--- config.mk ---
export PLATFORM = sky130hd
export DESIGN_NAME = sv_group_loop
export DESIGN_NICKNAME = d
export VERILOG_FILES = /design/src/rtl/sv_grp_pkg.sv /design/src/rtl/sv_grp_state.sv /design/src/rtl/sv_grp_seq.sv /design/src/rtl/sv_group_loop.sv
export SDC_FILE = /design/constraint.sdc
export NUM_CORES = 1
export LEC_CHECK = 0
export ABC_AREA = 1
export BUFFER_PORTS_ARGS = -buffer_cell sky130_fd_sc_hd__buf_2
export CAP_MARGIN = 20
export CORE_MARGIN = 4
export CORE_UTILIZATION = 52
export CTS_BUF_LIST = sky130_fd_sc_hd__clkbuf_8
export DETAILED_ROUTE_END_ITERATION = 10
export PLACE_DENSITY_LB_ADDON = 0.15
export SLEW_MARGIN = 20
export SYNTH_ARGS = -nofsm -noshare
export SYNTH_HDL_FRONTEND = slang
export SYNTH_HIERARCHICAL = 1
export SYNTH_SLANG_ARGS = --single-unit
--- constraint.sdc ---
create_clock -name clk -period 4 [get_ports clk]
set_clock_uncertainty 0.15 [all_clocks]
set_input_delay 0.4 -clock clk [delete_from_list [all_inputs] [get_ports clk]]
set_output_delay 0.4 -clock clk [all_outputs]
set_load 0.01 [all_outputs]
--- src/rtl/sv_grp_pkg.sv ---
package sv_grp_pkg;

    localparam int unsigned XLEN    = 64;
    localparam int unsigned MAX_GRP = 4;
    localparam int unsigned IDX_W   = $clog2(XLEN);
    localparam int unsigned SUB_W   = $clog2(MAX_GRP);
    localparam int unsigned GRP_W   = SUB_W + 1;
    localparam int unsigned LEN_W   = IDX_W + 1;

    // Most significant field first; the group field lands at 4*IDX_W.
    typedef struct packed {
        logic [SUB_W-1:0] dst_sub_off;
        logic [SUB_W-1:0] src_sub_off;
        logic [SUB_W-1:0] grp_enc;
        logic [IDX_W-1:0] dst_elem_off;
        logic [IDX_W-1:0] src_elem_off;
        logic [IDX_W-1:0] len_m1;
        logic [IDX_W-1:0] maxlen_m1;
    } loop_state_t;

    localparam int unsigned STATE_W = $bits(loop_state_t);
    localparam int unsigned GRP_LSB = 4 * IDX_W;

    // Clamp a plain length value into 1..hi.
    function automatic logic [LEN_W-1:0] clamp_len(input logic [LEN_W-1:0] v,
                                                   input logic [LEN_W-1:0] hi);
        if (v == '0)
            return LEN_W'(1);
        if (v > hi)
            return hi;
        return v;
    endfunction

    // Clamp an element offset to at most last.
    function automatic logic [IDX_W-1:0] clamp_idx(input logic [IDX_W-1:0] v,
                                                   input logic [IDX_W-1:0] last);
        return (v > last) ? last : v;
    endfunction

    // Clamp a sub-element offset to at most last.
    function automatic logic [SUB_W-1:0] clamp_sub(input logic [SUB_W-1:0] v,
                                                   input logic [SUB_W-1:0] last);
        return (v > last) ? last : v;
    endfunction

endpackage

--- src/rtl/sv_grp_state.sv ---
module sv_grp_state
    import sv_grp_pkg::*;
(
    input  logic             clk,
    input  logic             rst,
    input  logic             wr_en,
    input  logic [LEN_W-1:0] wr_maxlen,
    input  logic [LEN_W-1:0] wr_len,
    input  logic [IDX_W-1:0] wr_src_off,
    input  logic [IDX_W-1:0] wr_dst_off,
    input  logic [GRP_W-1:0] wr_grp,
    input  logic [SUB_W-1:0] wr_src_sub,
    input  logic [SUB_W-1:0] wr_dst_sub,
    output loop_state_t      state_q,
    output logic             grp_exc
);

    logic             grp_ok;
    logic [SUB_W-1:0] grp_nx;
    logic [LEN_W-1:0] maxlen_v;
    logic [LEN_W-1:0] len_v;
    logic [IDX_W-1:0] last_idx;
    loop_state_t      state_nx;

    always_comb begin
        grp_ok   = (wr_grp != '0) && (wr_grp <= GRP_W'(MAX_GRP));
        grp_nx   = grp_ok ? SUB_W'(wr_grp - GRP_W'(1)) : state_q.grp_enc;
        maxlen_v = clamp_len(wr_maxlen, LEN_W'(XLEN));
        len_v    = clamp_len(wr_len, maxlen_v);
        last_idx = IDX_W'(len_v - LEN_W'(1));

        state_nx.maxlen_m1    = IDX_W'(maxlen_v - LEN_W'(1));
        state_nx.len_m1       = last_idx;
        state_nx.src_elem_off = clamp_idx(wr_src_off, last_idx);
        state_nx.dst_elem_off = clamp_idx(wr_dst_off, last_idx);
        state_nx.grp_enc      = grp_nx;
        state_nx.src_sub_off  = clamp_sub(wr_src_sub, grp_nx);
        state_nx.dst_sub_off  = clamp_sub(wr_dst_sub, grp_nx);
    end

    always_ff @(posedge clk) begin
        if (rst) begin
            state_q <= '0;
            grp_exc <= 1'b0;
        end else begin
            grp_exc <= wr_en && !grp_ok;
            if (wr_en)
                state_q <= state_nx;
        end
    end

endmodule

--- src/rtl/sv_grp_seq.sv ---
module sv_grp_seq
    import sv_grp_pkg::*;
(
    input  logic             clk,
    input  logic             rst,
    input  logic             start,
    input  logic             stall,
    input  loop_state_t      cfg,
    input  logic [XLEN-1:0]  pred_mask,
    output logic             busy,
    output logic             step_valid,
    output logic [IDX_W-1:0] step_elem,
    output logic [SUB_W-1:0] step_sub,
    output logic             step_en,
    output logic             done
);

    logic [IDX_W-1:0] elem_q;
    logic [SUB_W-1:0] sub_q;
    logic             sub_wrap;
    logic             last_elem;

    assign sub_wrap   = (sub_q == cfg.grp_enc);
    assign last_elem  = (elem_q == cfg.len_m1);
    assign step_valid = busy && !stall;
    assign step_elem  = elem_q;
    assign step_sub   = sub_q;
    assign step_en    = pred_mask[elem_q];

    always_ff @(posedge clk) begin
        if (rst) begin
            busy   <= 1'b0;
            done   <= 1'b0;
            elem_q <= '0;
            sub_q  <= '0;
        end else begin
            done <= 1'b0;
            if (!busy) begin
                if (start) begin
                    busy   <= 1'b1;
                    elem_q <= cfg.src_elem_off;
                    sub_q  <= cfg.src_sub_off;
                end
            end else if (!stall) begin
                if (sub_wrap) begin
                    sub_q <= '0;
                    if (last_elem) begin
                        busy <= 1'b0;
                        done <= 1'b1;
                    end else begin
                        elem_q <= elem_q + IDX_W'(1);
                    end
                end else begin
                    sub_q <= sub_q + SUB_W'(1);
                end
            end
        end
    end

endmodule

--- src/rtl/sv_group_loop.sv ---
module sv_group_loop
    import sv_grp_pkg::*;
(
    input  logic               clk,
    input  logic               rst,
    input  logic               cfg_wr,
    input  logic [LEN_W-1:0]   cfg_maxlen,
    input  logic [LEN_W-1:0]   cfg_len,
    input  logic [IDX_W-1:0]   cfg_src_off,
    input  logic [IDX_W-1:0]   cfg_dst_off,
    input  logic [GRP_W-1:0]   cfg_grp,
    input  logic [SUB_W-1:0]   cfg_src_sub,
    input  logic [SUB_W-1:0]   cfg_dst_sub,
    output logic [STATE_W-1:0] cfg_state,
    output logic               grp_exc,
    input  logic               start,
    input  logic               stall,
    input  logic [XLEN-1:0]    pred_mask,
    output logic               step_valid,
    output logic [IDX_W-1:0]   step_elem,
    output logic [SUB_W-1:0]   step_sub,
    output logic               step_en,
    output logic               done
);

    loop_state_t state;
    logic        seq_busy;
    logic        wr_accept;

    // The geometry is frozen while a walk is in flight.
    assign wr_accept = cfg_wr && !seq_busy;
    assign cfg_state = state;

    sv_grp_state u_state (
        .clk        (clk),
        .rst        (rst),
        .wr_en      (wr_accept),
        .wr_maxlen  (cfg_maxlen),
        .wr_len     (cfg_len),
        .wr_src_off (cfg_src_off),
        .wr_dst_off (cfg_dst_off),
        .wr_grp     (cfg_grp),
        .wr_src_sub (cfg_src_sub),
        .wr_dst_sub (cfg_dst_sub),
        .state_q    (state),
        .grp_exc    (grp_exc)
    );

    sv_grp_seq u_seq (
        .clk        (clk),
        .rst        (rst),
        .start      (start),
        .stall      (stall),
        .cfg        (state),
        .pred_mask  (pred_mask),
        .busy       (seq_busy),
        .step_valid (step_valid),
        .step_elem  (step_elem),
        .step_sub   (step_sub),
        .step_en    (step_en),
        .done       (done)
    );

endmodule

==> reports/qor.csv <==
metric;value;unit
vias;4497;
core-area;7410;um^2
dr_wl_met3;1010;um
synth_seq_cells;41;
fmax;273;MHz
htree_levels;2;
status;finished, final reports clean;
post_cts_buffers;0;
r2r_setup_slack;1.61;ns
dr_wl_met2;5380;um
crit_path_max_fanout;7;
vias_per_cell;5.12;
antenna_found_initial;0;
drcViolationCount;0;
die_area;9240;um^2
rsz0062_at_grt;no;
synth_nets;774;
final_antenna_net_count;0;
fin_nets;906;
worst_pin_slew;0.796;ns
grt_overflow_total;0;
n_fill_cell;686;
critPathLaunchType;primary input;
synth.avg_cell_area;6.24;um^2
yosysUniqueCellTypes;39;
cts_resized;0;
cts_max_path_buffers;2;
grt_pass1_wl;18300;um
netlist.area_leader.share;0.203;
synth_edf_count;0;
clk_latency;0.30;ns
first_iter_violations;172;
syn2layout_area_growth;21.0;%
crit_chain;buf_2 > inv_1 > nand2_1 > ha_1 > a21oi_1 > nand2_1 > nand2_2 > nand2_4 > nand2_4 > nand2_1 > nand3_4 > inv_1 > ha_1 > ha_1 > inv_1 > o21bai_1 > nand3_4 > nand2_4 > nand2_4 > nand2_1 > nand3_1 > a21oi_1;
grt_max_degree;34;
ios;144;
clock-sinks;41;
slew_violations;0;
hpwl;9130;um
portBuffers;143;
hold_buffers;0;
max_cap_violations;0;
async_flop_share;0;
place_ws;0.112;ns
synth_top_cell_by_area;dfxtp_1;
start_util;0.545;
drive_gt1_frac;0.285;
min_path_type;in -> reg;
final_cell_mix;197 x nand2_1, 143 x buf_2, 89 x inv_1, 84 x nand3_1, 41 x dfxtp_1;
maxSlewHeadroom;0.469;
ys_warn_count;6;
power.density;344;nW/um^2
synth-seq-area-share;0.203;
post_drt_wl_per_cell;12.9;um
met1Wirelength;4900;um
fin_tns_setup;0;ns
synth_area_leaders;dfxtp_1 20%, nand2_1 18%, nand3_1 10%;
worst_setup_path_end_kind;flip-flop;
critPathRequiredTime;4.07;ns
synthFlopType;dfxtp_1;
syn-cell-area;4040;um^2
crit_type;in -> reg;
critPathSlowestCell;ha_1;
layout_commonest_cell;nand2_1;
hold_violations;0;
track_usage;0.243;
period_needed;3.66;ns
antenna_cells;0;
setup_viol;0;
cts_root_buffer;clkbuf_8;
ir_worst_vdd;0.217;mV
syn_inst;647;
post-route-period-util;0.915;
cts.clk_slew.worst_paths;0.08;ns
setup_ws;0.338;ns
drt_first_pass_iters;5;
highest_layer;met4;
rows;31;
critPathMaxStageDelay;0.39;ns
cts_tree;done;
cellLeakagePower;2.78;nW
gp_congestion;0.894;
grt_pass1_vias;4121;
wirelength;11400;um
cp.arrival;3.73;ns
die_h;96.1;um
chipWidth;96.1;um
numCtsBuffers;5;
kinds of logic after synthesis:
group                    synth area share
AND/OR/NAND/NOR                     0.461
AO/OA/AOI/OAI                       0.108
multiplexers                      0.00248
XOR/XNOR                           0.0173
adder cells (fa/ha/maj)            0.0774
buffers and inverters               0.131
flip-flops                          0.203
registers in the layout, summed over array words and instances, names as in the netlist:
register / flops
u_state/state_q: 30
u_seq/done: 1
u_seq/busy: 1
u_state/grp_exc: 1
u_seq/step_sub: 2
u_seq/step_elem: 6
critical path: cells and delay by family:
family | cells | cell delay [ns]
AOI/OAI and AO/OA | 3 | 0.56
adders and majority gates | 3 | 1.14
buffers and inverters | 4 | 0.43
and+or+nand+nor | 12 | 1.20
layer usage:
layer / global-route usage / vias up
met5: 0 / -
met4: 0.0498 / 0
met3: 0.0493 / 6
met2: 0.433 / 155
met1: 0.300 / 2017
li1: - / 2319
cell type report:
class | instances | area, um^2 | area share
Clock buffer | 5 | 68.8 | 0.0141
Clock inverter | 3 | 46.3 | 0.00947
Inverter | 101 | 384 | 0.0786
Multi-Input combinational cell | 482 | 2690 | 0.550
Sequential cell | 41 | 821 | 0.168
Tap cell | 99 | 124 | 0.0253
Timing Repair Buffer | 148 | 753 | 0.154
Yosys cell counts (2+ instances only):
cell,number
a21oi_1,35
a21oi_2,3
buf_2,7
buf_4,5
buf_6,4
clkbuf_1,7
dfxtp_1,41
ha_1,25
inv_1,89
inv_2,9
inv_4,2
nand2_1,197
nand2_2,13
nand2_4,10
nand3_1,84
nand3_2,3
nand3_4,4
nand4_1,3
nand4_4,3
nor2_1,36
nor2_2,8
nor2_4,5
nor2_8,2
nor3_1,2
o211ai_1,8
o21ai_0,19
o21bai_1,4
o31ai_1,2
xnor2_1,6
xor2_1,2
stage by stage:
step,cells,instance area (um^2),utilization,hold WS [ns],power (mW)
5_1_grt,879,4890,0.660,0.228,1.82
3_5_place_dp,871,4770,0.644,0.307,1.34
3_3_place_gp,871,4770,0.644,0.301,1.32
6_report,879,4890,0.660,0.206,1.68
2_1_floorplan,647,4040,-,0.319,1.12
4_1_cts,879,4890,0.660,0.201,1.69
path summary, 6_finish.rpt:
| kind | startpoint | endpoint | cells after the start |
|---|---|---|---|
| worst max-delay path | cfg_maxlen[6] | u_state/state_q[15]$_SDFFE_PP0P_ | 22 |
| worst min-delay path | cfg_maxlen[6] | u_state/state_q[5]$_SDFFE_PP0P_ | 3 |
| worst max register to register | u_seq/busy$_SDFF_PP0_ | u_state/state_q[26]$_SDFFE_PP0P_ | 6 |
| worst min register to register | u_state/state_q[18]$_SDFFE_PP0P_ | u_state/state_q[18]$_SDFFE_PP0P_ | 2 |
where the power goes:
group	internal [mW]	switching (mW)	total [mW]
clock network	0.187	0.159	0.346
logic	0.311	0.514	0.825
registers	0.453	0.0586	0.512
(Power assumes the default switching activity.)
